$ cat src/rtl/dual_rank_shifter.sv
module dual_rank_shifter #(
  parameter int W = 8
) (
  input  logic         clk,
  input  logic         rst_n,
  input  logic [W-1:0] port_in,
  output logic [W-1:0] port_out,
  output logic         port_oe,
  input  logic         drive_hold,
  input  logic         load_hold,
  input  logic         up_hold,
  input  logic         down_hold,
  input  logic         shift_hold,
  input  logic         ser_in,
  output logic         ser_out
);

  logic [W-1:0] rank_a, rank_b;
  logic         do_load, do_up, do_down, do_shift, do_clear;

  assign do_load  = ~load_hold;
  assign do_up    = ~up_hold;
  assign do_down  = ~down_hold;
  assign do_shift = ~shift_hold;
  assign do_clear = do_up & do_down & do_shift;

  always_ff @(posedge clk or negedge rst_n) begin
    if (!rst_n) begin
      rank_a <= '0;
    end else if (do_clear) begin
      rank_a <= '0;
    end else if (do_load) begin
      rank_a <= port_in;
    end else if (do_up) begin
      rank_a <= rank_b;
    end
  end

  always_ff @(posedge clk or negedge rst_n) begin
    if (!rst_n) begin
      rank_b <= '0;
    end else if (do_clear) begin
      rank_b <= '0;
    end else if (do_down) begin
      rank_b <= rank_a;
    end else if (do_shift) begin
      rank_b <= {rank_b[W-2:0], ser_in};
    end
  end

  assign port_out = rank_a;
  assign port_oe  = rst_n & ~drive_hold & load_hold;
  assign ser_out  = rank_b[W-1];

  assert_input_wins_R2: assert property (@(posedge clk) disable iff (!rst_n)
    !load_hold |-> !port_oe);

  assert_load_R3: assert property (@(posedge clk) disable iff (!rst_n)
    (!load_hold && !do_clear) |=> port_out == $past(port_in));

  assert_down_R4: assert property (@(posedge clk) disable iff (!rst_n)
    (!down_hold && !do_clear) |=> rank_b == $past(port_out));

  assert_up_R5: assert property (@(posedge clk) disable iff (!rst_n)
    (!up_hold && load_hold && !do_clear) |=> port_out == $past(rank_b));

  assert_shift_R6: assert property (@(posedge clk) disable iff (!rst_n)
    (!shift_hold && down_hold) |=> rank_b == {$past(rank_b[W-2:0]), $past(ser_in)});

  assert_clear_R7: assert property (@(posedge clk) disable iff (!rst_n)
    (!up_hold && !down_hold && !shift_hold) |=> (port_out == '0 && ser_out == 1'b0));

  assert_idle_R9: assert property (@(posedge clk) disable iff (!rst_n)
    (load_hold && up_hold && down_hold && shift_hold) |=> ($stable(port_out) && $stable(rank_b)));

endmodule

$ cat config.mk
export PLATFORM = sky130hd
export DESIGN_NAME = dual_rank_shifter
export DESIGN_NICKNAME = d
export VERILOG_FILES = /design/src/rtl/dual_rank_shifter.sv
export SDC_FILE = /design/constraint.sdc
export NUM_CORES = 1
export LEC_CHECK = 0
export BUFFER_PORTS_ARGS = -buffer_cell sky130_fd_sc_hd__buf_4
export CAP_MARGIN = 20
export CORE_MARGIN = 1.5
export CORE_UTILIZATION = 32
export DETAILED_ROUTE_END_ITERATION = 10
export PLACE_DENSITY = 0.63
export SLEW_MARGIN = 20
export SYNTH_ARGS = -nofsm -noshare
export SYNTH_HDL_FRONTEND = slang
export SYNTH_SLANG_ARGS = --single-unit
$ cat constraint.sdc
create_clock -name clk -period 0.96 [get_ports clk]
set_input_delay 0.192 -clock clk [delete_from_list [all_inputs] [get_ports clk]]
set_output_delay 0.192 -clock clk [all_outputs]
set_load 0.01 [all_outputs]
==> results.py, run 1 <==
metrics = {
    "floorplanning": {
        "die_area_um2": 3043,
        "die_w_um": 55.17,
        "core_um2": 2522,
        "initial_core_util_pct": 34.52,
        "fp.dieH_um": 55.17,
        "io_pins": 26,
        "num_rows": 18,
    },
    "synth": {
        "async_flop_share_pct": 100.0,
        "synth_ff_type": "dfrtp_1",
        "netlist_area_um2": 870.8,
        "avgSynthCellArea_um2": 11.93,
        "netlist_top_cells_area": "dfrtp_1 46%, mux2i_1 28%, a211oi_1 5.2%",
        "synth_cell_types": 12,
        "synth_nets": 89,
        "yosys-top-cells-count": "24 x mux2i_1, 16 x dfrtp_1, 8 x nor2_1, 8 x o21ai_0, 6 x a211oi_1",
        "synth_edf_count": 0,
        "seq_area_frac_synth_pct": 45.98,
        "yosysMostFrequentCell": "mux2i_1",
        "synth_warnings": 0,
        "synth_area_leader_cell": "dfrtp_1",
        "ys_ff_latch": 16,
        "yosysTopAreaCellShare_pct": 45.98,
        "synthCells": 73,
    },
    "outcome": {
        "violations": "setup timing",
        "status": "finished with violations",
    },
    "sta": {
        "holdWs_ps": 126.3,
        "drv_slew": 0,
        "finClkSkew_ps": 4.955,
        "setup_tns_ps": -407.0,
        "setup_violations": 9,
        "relSlewSlack_pct": 84.09,
        "post-route-min-period_ps": 1019,
        "fin_crit_sh_pct": 106.2,
        "worst_slack_ps": -59.27,
        "tightest_slew_ps": 238.7,
        "max_freq_mhz": 981.1,
        "finalHoldViolations": 0,
        "grt_setup_unrepaired": "yes",
    },
    "global_routing": {
        "antenna_found_initial": 0,
        "grt-ovfl-total": 0,
        "grt_usage_pct": 15.62,
        "grt_max_degree": 18,
        "grt_pass1_vias": 701,
        "grt_pass1_wl_um": 3236,
    },
    "worst_setup_path": {
        "arrival_ps": 830,
        "crit_path_end_kind": "output pin",
        "crit_type": "register to output pin",
        "critPathBufInv": 1,
        "slowest_delay_ps": 420,
        "critical_path.slowest_cell": "dfrtp_1",
        "critPathTopFamily": "flip-flops",
        "cp.required_ps": 770,
        "crit_chain": "buf_6",
        "path_max_fanout": 2,
        "cp-start-kind": "register",
    },
    "routing": {
        "route.vias.total": 720,
        "routed_wl_um": 2046,
        "drt-vias-per-instance": 5.180,
        "remaining_drc_errors": 0,
        "drt_first_pass_iters": 4,
        "drt_iter0_markers": 15,
        "wl_per_cell_um": 14.72,
        "postRouteAntennaNets": 0,
    },
    "finish": {
        "layout.nets": 127,
        "final_cell_area_um2": 1216,
        "syn_to_final_growth_pct": 39.66,
        "final_cells": 139,
        "diodes": 0,
        "drive_gt1_share_pct": 44.04,
    },
    "power": {
        "clockPowerShare_pct": 19.3,
        "power_switching_w": 0.0005256,
        "pwr-share-seq_pct": 48.7,
        "swShare_pct": 29.48,
        "p_leak_nw": 0.6005,
        "ir_drop_mv": 1.119,
        "internal-power_w": 0.001257,
        "powerDensity_nw_per_um2": 1466,
        "comb_power_share_pct": 32.0,
    },
    "place": {
        "place_hpwl_um": 1402,
        "dp.cells": 127,
        "gp_congestion": 0.7359,
        "place_area_um2": 1076,
        "port_buffers": 25,
    },
    "clock_tree": {
        "clock_latency_ps": 280,
        "root_buffer": "clkbuf_4",
        "numCtsBuffers": 3,
        "clock_sink_count": 16,
        "cts_max_path_buffers": 2,
        "htreeDepth": 1,
        "path_clk_slew_ps": 90,
        "cts_tree": "built",
    },
    "job": {
        "maxCapViolations": 0,
    },
    "hold_path": {
        "hp-class": "input pin to register",
    },
}
registers in the layout, indices dropped and copies added, names as in the netlist:
name and count:
rank_b 8, port_out 8
stage by stage:
stage / utilization (%) / worst slack (ps) / power [W]
3_3_place_gp: 42.66 / 52.48 / 0.001309
2_1_floorplan: - / 20.67 / 0.001122
5_1_grt: 48.21 / -108.8 / 0.001913
6_report: 48.21 / -59.27 / 0.001783
3_5_place_dp: 42.66 / 25.18 / 0.001324
4_1_cts: 47.37 / -66.29 / 0.001778
power by group through the flow:
stage / Combinational (W) / Sequential, W / Clock, W
final: 0.000571 / 0.000867 / 0.000345
after global routing: 0.000625 / 0.000879 / 0.000409
after CTS: 0.000550 / 0.000866 / 0.000362
after detailed placement: 0.000446 / 0.000878 / 0
after global placement: 0.000434 / 0.000875 / 0
after floorplan: 0.000245 / 0.000877 / 0
placed cells by master (no fill, tap or decap):
| master | Yosys | routed |
|---|---|---|
| mux2i_2 | 0 | 1 |
| nor2_1 | 8 | 8 |
| o21ai_0 | 8 | 8 |
| buf_4 | 1 | 30 |
| mux2i_1 | 24 | 23 |
| dfrtp_1 | 16 | 16 |
| nor3_4 | 1 | 1 |
| dlygate4sd3_1 | 0 | 1 |
| clkbuf_4 | 0 | 3 |
| and3b_1 | 1 | 1 |
| a211oi_2 | 2 | 4 |
| buf_6 | 2 | 9 |
| a211oi_1 | 6 | 4 |
cells by family (layout without fill, tap and decap cells):
| family | after synthesis | count (layout) | synth area share [%] |
|---|---|---|---|
| buf+inv | 7 | 43 | 7.471 |
| flops | 16 | 16 | 45.98 |
| compound gates | 16 | 16 | 12.64 |
| mux | 24 | 24 | 27.59 |
| simple gates | 10 | 10 | 6.323 |
final timing paths:
check,from,cells past startpoint,end,slack (ps)
max,rank_b[7],1,ser_out,-60
min,load_hold,2,port_out[7],130
max reg2reg,rank_b[7],3,port_out[7],40
min reg2reg,port_out[2],2,rank_b[2],600
max in group asynchronous,rst_n,3,rank_b[2],360
min in group asynchronous,rst_n,3,port_out[4],410
repair_timing:
| action | in CTS | in global routing |
|---|---|---|
| resized for setup | 9 | 3 |
| pin swaps | 0 | 1 |
| buffers inserted | 7 | 1 |
| endpoints found under the hold margin | 16 | 0 |
| endpoints found under the setup margin | 9 | 13 |
| hold buffers | 1 | 0 |
final cells by class:
cell class              instances  area [um^2]
fillers                       249         1306
repair buffers                 40        336.6
well taps                      30        37.54
multi-input cells              50        419.2
clock buffers                   3        22.52
flip-flops and latches         16        400.4
routing by layer:
| layer | global-route usage (%) | vias to the layer above | part of all wire [%] |
|---|---|---|---|
| li1 | - | 340 | - |
| met1 | 18.26 | 352 | 41 |
| met2 | 26.79 | 26 | 50 |
| met3 | 5.376 | 2 | 8.3 |
| met4 | 4.878 | 0 | 0.93 |
| met5 | 0 | - | 0 |
Note: power is estimated with default switching activity, not from simulation.
==> run 2: changes to the inputs <==
--- a/config.mk
+++ b/config.mk
@@ -5,12 +5,15 @@
 export SDC_FILE = /design/constraint.sdc
 export NUM_CORES = 1
 export LEC_CHECK = 0
+export ABC_CLOCK_PERIOD_IN_PS = 960
 export BUFFER_PORTS_ARGS = -buffer_cell sky130_fd_sc_hd__buf_4
 export CAP_MARGIN = 20
+export CELL_PAD_IN_SITES_DETAIL_PLACEMENT = 1
+export CELL_PAD_IN_SITES_GLOBAL_PLACEMENT = 2
 export CORE_MARGIN = 1.5
-export CORE_UTILIZATION = 32
+export CORE_UTILIZATION = 31
 export DETAILED_ROUTE_END_ITERATION = 10
-export PLACE_DENSITY = 0.63
+export PLACE_DENSITY = 0.85
 export SLEW_MARGIN = 20
 export SYNTH_ARGS = -nofsm -noshare
 export SYNTH_HDL_FRONTEND = slang
==> results.py, run 2 (synthesized netlist as in run 1, its figures left out) <==
metrics = {
    "outcome": {
        "status": "finished with violations",
        "violations": "setup timing",
    },
    "worst_setup_path": {
        "cp.required_ps": 770,
        "cp-start-kind": "register",
        "slowest_delay_ps": 430,
        "critPathBufInv": 1,
        "crit_chain": "buf_6",
        "crit_type": "register to output pin",
        "crit_path_end_kind": "output pin",
        "arrival_ps": 840,
        "critical_path.slowest_cell": "dfrtp_1",
        "critPathTopFamily": "flip-flops",
        "path_max_fanout": 3,
    },
    "routing": {
        "postRouteAntennaNets": 0,
        "drt_first_pass_iters": 3,
        "route.vias.total": 694,
        "remaining_drc_errors": 0,
        "drt-vias-per-instance": 4.993,
        "drt_iter0_markers": 1,
        "wl_per_cell_um": 15.63,
        "routed_wl_um": 2172,
    },
    "hold_path": {
        "hp-class": "input pin to register",
    },
    "sta": {
        "setup_violations": 9,
        "grt_setup_unrepaired": "yes",
        "finClkSkew_ps": 6.307,
        "max_freq_mhz": 964.8,
        "tightest_slew_ps": 249.1,
        "post-route-min-period_ps": 1036,
        "worst_slack_ps": -76.44,
        "fin_crit_sh_pct": 108.0,
        "drv_slew": 0,
        "finalHoldViolations": 0,
        "relSlewSlack_pct": 83.39,
    },
    "clock_tree": {
        "clock_latency_ps": 290,
        "root_buffer": "clkbuf_4",
        "cts_max_path_buffers": 2,
        "numCtsBuffers": 3,
        "cts_tree": "built",
        "htreeDepth": 1,
        "clock_sink_count": 16,
        "path_clk_slew_ps": 100,
    },
    "power": {
        "internal-power_w": 0.001263,
        "pwr-share-seq_pct": 48.2,
        "power_switching_w": 0.0005500,
        "powerDensity_nw_per_um2": 1458,
        "p_leak_nw": 0.6040,
        "clockPowerShare_pct": 20.1,
        "swShare_pct": 30.33,
        "ir_drop_mv": 0.7152,
        "comb_power_share_pct": 31.7,
    },
    "floorplanning": {
        "io_pins": 26,
        "num_rows": 19,
        "die_area_um2": 3136,
        "fp.dieH_um": 56,
        "die_w_um": 56,
        "initial_core_util_pct": 32.13,
        "core_um2": 2710,
    },
    "finish": {
        "final_cell_area_um2": 1244,
        "layout.nets": 126,
        "final_common_cell": "buf_4",
        "post-route-util_pct": 45.89,
        "multiInputGateArea_um2": 427.9,
        "syn_to_final_growth_pct": 42.82,
        "fillCellCount": 313,
        "drive_gt1_share_pct": 43.52,
        "layout_common_cells": "27 x buf_4, 23 x mux2i_1, 16 x dfrtp_1, 9 x buf_6",
        "diodes": 0,
        "seq_area_um2": 400.4,
    },
    "global_routing": {
        "grt-ovfl-total": 0,
        "met1_usage_pct": 19.51,
        "top_usage_layer": "met2",
        "grt_usage_pct": 14.99,
        "grt_max_degree": 18,
        "grt_pass1_wl_um": 3629,
        "use_met3_pct": 3.256,
        "gr-usage-met2_pct": 25.04,
        "antenna_found_initial": 0,
        "grt_pass1_vias": 754,
    },
    "place": {
        "place_area_um2": 1102,
        "place_hpwl_um": 1512,
        "gp_congestion": 0.6859,
        "port_buffers": 25,
    },
    "job": {
        "maxCapViolations": 0,
    },
}
-- run 2: changes by cell type in the layout (fill, tap and decap cells not counted), sizes merged --
cell / previous run / this run
buf: 39 / 38
-- run 2: tightest hold or removal path, delay by kind of cell --
family,cells,cell delay [ps]
AOI/OAI and AO/OA,1,50
buffers and inverters,1,100
and+or+nand+nor,1,80
-- run 2: repair_timing --
action / 4_1_cts / 5_1_grt
gates resized for setup: 9 / 4
setup endpoints to repair: 9 / 11
pin swaps: 0 / 1
buffers inserted: 7 / 0
endpoints found under the hold margin: 16 / 0
hold buffers: 1 / 0
-- run 2: per-layer routing --
metal / share of wire [%] / up-vias
met5: 0 / -
li1: - / 335
met2: 50 / 15
met4: 0 / 0
met1: 45 / 344
met3: 4.3 / 0
-- run 2: cell type report --
type | instances | area share, %
clock buffers | 3 | 1.811
multi-input cells | 50 | 34.41
flip-flops and latches | 16 | 32.19
well taps | 31 | 3.119
repair buffers | 39 | 28.47
-- run 2: metrics by stage --
stage	power [W]	TNS (ps)	hold slack [ps]	cells	setup slack, ps
2_1_floorplan	0.001122	0	-103.6	73	20.67
4_1_cts	0.001810	-562.0	170.8	139	-87.58
3_5_place_dp	0.001343	-65.73	161.7	128	-33.51
3_3_place_gp	0.001318	0	159.6	128	48.13
5_1_grt	0.001920	-775.8	175.0	139	-113.6
6_report	0.001813	-464.5	174.8	139	-76.44
-- run 2: final timing paths --
path	startpoint	endpoint	slack [ps]	depth (start not counted)
setup / recovery	rank_b[7]	ser_out	-80	1
hold / removal	port_in[7]	port_out[7]	170	3
setup reg to reg	port_out[2]	port_out[2]	50	3
hold reg to reg	port_out[0]	rank_b[0]	600	2
max in group asynchronous	rst_n	port_out[0]	390	3
min in group asynchronous	rst_n	port_out[7]	370	3
-- run 2: power by group through the flow --
stage | combinational (W) | sequential [W] | clock, W
global route | 0.000625 | 0.000888 | 0.000407
floorplan | 0.000245 | 0.000877 | 0
finish | 0.000574 | 0.000875 | 0.000364
CTS | 0.000560 | 0.000870 | 0.000380
global placement | 0.000445 | 0.000873 | 0
detailed placement | 0.000462 | 0.000881 | 0
==> run 3: changes to the inputs <==
--- a/config.mk
+++ b/config.mk
@@ -9,11 +9,12 @@
 export BUFFER_PORTS_ARGS = -buffer_cell sky130_fd_sc_hd__buf_4
 export CAP_MARGIN = 20
 export CELL_PAD_IN_SITES_DETAIL_PLACEMENT = 1
-export CELL_PAD_IN_SITES_GLOBAL_PLACEMENT = 2
+export CELL_PAD_IN_SITES_GLOBAL_PLACEMENT = 1
 export CORE_MARGIN = 1.5
-export CORE_UTILIZATION = 31
+export CORE_UTILIZATION = 32
 export DETAILED_ROUTE_END_ITERATION = 10
-export PLACE_DENSITY = 0.85
+export PLACE_DENSITY = 0.75
+export SKIP_LAST_GASP = 1
 export SLEW_MARGIN = 20
 export SYNTH_ARGS = -nofsm -noshare
 export SYNTH_HDL_FRONTEND = slang
==> results.py, run 3 (synthesized netlist as in run 1, its figures left out) <==
metrics = {
    "global_routing": {
        "grt_pass1_wl_um": 3422,
        "grt_usage_pct": 16.50,
        "grt_pass1_vias": 717,
        "antenna_found_initial": 0,
        "grt_max_degree": 18,
        "grt-ovfl-total": 0,
    },
    "finish": {
        "final_cell_area_um2": 1255,
        "syn_to_final_growth_pct": 44.11,
        "diodes": 0,
        "fillCellCount": 284,
        "layout_common_cells": "23 x mux2i_1, 23 x buf_4, 16 x dfrtp_1, 10 x buf_6",
        "seq_area_um2": 400.4,
        "multiInputGateArea_um2": 419.2,
        "post-route-util_pct": 49.75,
        "layout.nets": 125,
        "drive_gt1_share_pct": 42.99,
    },
    "worst_setup_path": {
        "r2r_slack_ps": -40,
        "cp.required_ps": 770,
        "worstRegToRegCells": 4,
        "timing.rr.end": "port_out[7]",
        "slowest_delay_ps": 420,
        "r2r_start": "port_out[7]",
        "critical_path.slowest_cell": "dfrtp_1",
        "cp-start-kind": "register",
        "arrival_ps": 840,
        "critPathBufInv": 1,
        "crit_chain": "buf_6",
        "path_max_fanout": 3,
        "critPathTopFamily": "flip-flops",
        "crit_type": "register to output pin",
        "crit_path_end_kind": "output pin",
    },
    "clock_tree": {
        "clock_sink_count": 16,
        "htreeDepth": 1,
        "root_buffer": "clkbuf_4",
        "path_clk_slew_ps": 90,
        "cts_max_path_buffers": 2,
        "cts_tree": "built",
        "clock_latency_ps": 290,
        "numCtsBuffers": 3,
    },
    "routing": {
        "wl_per_cell_um": 15.38,
        "drt-vias-per-instance": 5.058,
        "routed_wl_um": 2107,
        "drt_first_pass_iters": 4,
        "drt_iter0_markers": 2,
        "route.vias.total": 693,
        "postRouteAntennaNets": 0,
        "remaining_drc_errors": 0,
    },
    "hold_path": {
        "min_to": "port_out[5]",
        "holdPathStages": 3,
        "hold_path_startpoint": "port_in[5]",
        "hp-class": "input pin to register",
    },
    "floorplanning": {
        "initial_core_util_pct": 34.52,
        "core_um2": 2522,
        "io_pins": 26,
        "die_area_um2": 3043,
        "die_w_um": 55.17,
        "fp.dieH_um": 55.17,
        "num_rows": 18,
    },
    "sta": {
        "setup_tns_ps": -578.6,
        "grt_setup_unrepaired": "yes",
        "finalHoldViolations": 0,
        "setup_violations": 10,
        "tightest_slew_ps": 231.0,
        "fin_crit_sh_pct": 107.4,
        "relSlewSlack_pct": 84.60,
        "post-route-min-period_ps": 1031,
        "max_freq_mhz": 969.9,
        "drv_slew": 0,
        "worst_slack_ps": -71.03,
        "finClkSkew_ps": 2.451,
    },
    "power": {
        "ir_drop_mv": 0.7762,
        "powerDensity_nw_per_um2": 1442,
        "p_leak_nw": 0.6085,
    },
    "place": {
        "place_hpwl_um": 1493,
        "port_buffers": 25,
        "place_area_um2": 1126,
        "gp_congestion": 0.7062,
    },
    "outcome": {
        "violations": "setup timing",
        "status": "finished with violations",
    },
    "job": {
        "maxCapViolations": 0,
    },
}
## run 3: cell types whose count changed in the layout (fill, tap and decap cells not counted), sizes merged
cell / change
buf: -1
## run 3: area by class of cell
| type | count | share of cell area, % |
|---|---|---|
| Multi-Input combinational cell | 50 | 33.40 |
| Sequential cell | 16 | 31.90 |
| Timing Repair Buffer | 38 | 29.91 |
| Tap cell | 30 | 2.991 |
| Clock buffer | 3 | 1.795 |
## run 3: metrics by stage
| step | power (W) | instances | setup WS (ps) | hold slack (ps) |
|---|---|---|---|---|
| 4_1_cts | 0.001802 | 136 | -87.30 | 175.1 |
| 2_1_floorplan | 0.001122 | 73 | 20.67 | -103.6 |
| 5_1_grt | 0.001929 | 137 | -115.6 | 177.5 |
| 3_3_place_gp | 0.001329 | 127 | 79.00 | 155.6 |
| 3_5_place_dp | 0.001353 | 127 | 0.1912 | 159.8 |
| 6_report | 0.001810 | 137 | -71.03 | 182.2 |
## run 3: power by group
group	total (W)	switching, W	internal, W	leakage (nW)
Combinational	0.000575	0.000230	0.000345	0.401
Clock	0.000362	0.000216	0.000146	0.0138
Sequential	0.000873	0.0000952	0.000777	0.194
Total	0.00181	0.000541	0.00127	0.608
## run 3: timing repair
action,CTS,global route
setup endpoints to repair,9,11
pin swaps,0,1
buffers inserted,5,1
endpoints found under the hold margin,16,0
resized for setup,9,4
hold buffers,1,0
## run 3: how the worst max path moves through the flow
stage	start	slack [ps]	cells past startpoint	end
detailed placement	up_hold	0.2	4	port_out[3]
CTS	port_out[4]	-90	1	port_out[4]
floorplan	load_hold	20	3	port_oe
global route	rank_b[7]	-120	1	ser_out
global placement	shift_hold	80	4	rank_b[4]
finish	port_out[4]	-70	1	port_out[4]
## run 3: per-layer routing
| metal | routed length [um] | GRT usage, % |
|---|---|---|
| met5 | 0 | 0 |
| met4 | 14 | 4.878 |
| met3 | 91 | 2.688 |
| met2 | 1055 | 27.78 |
| met1 | 945 | 21.72 |
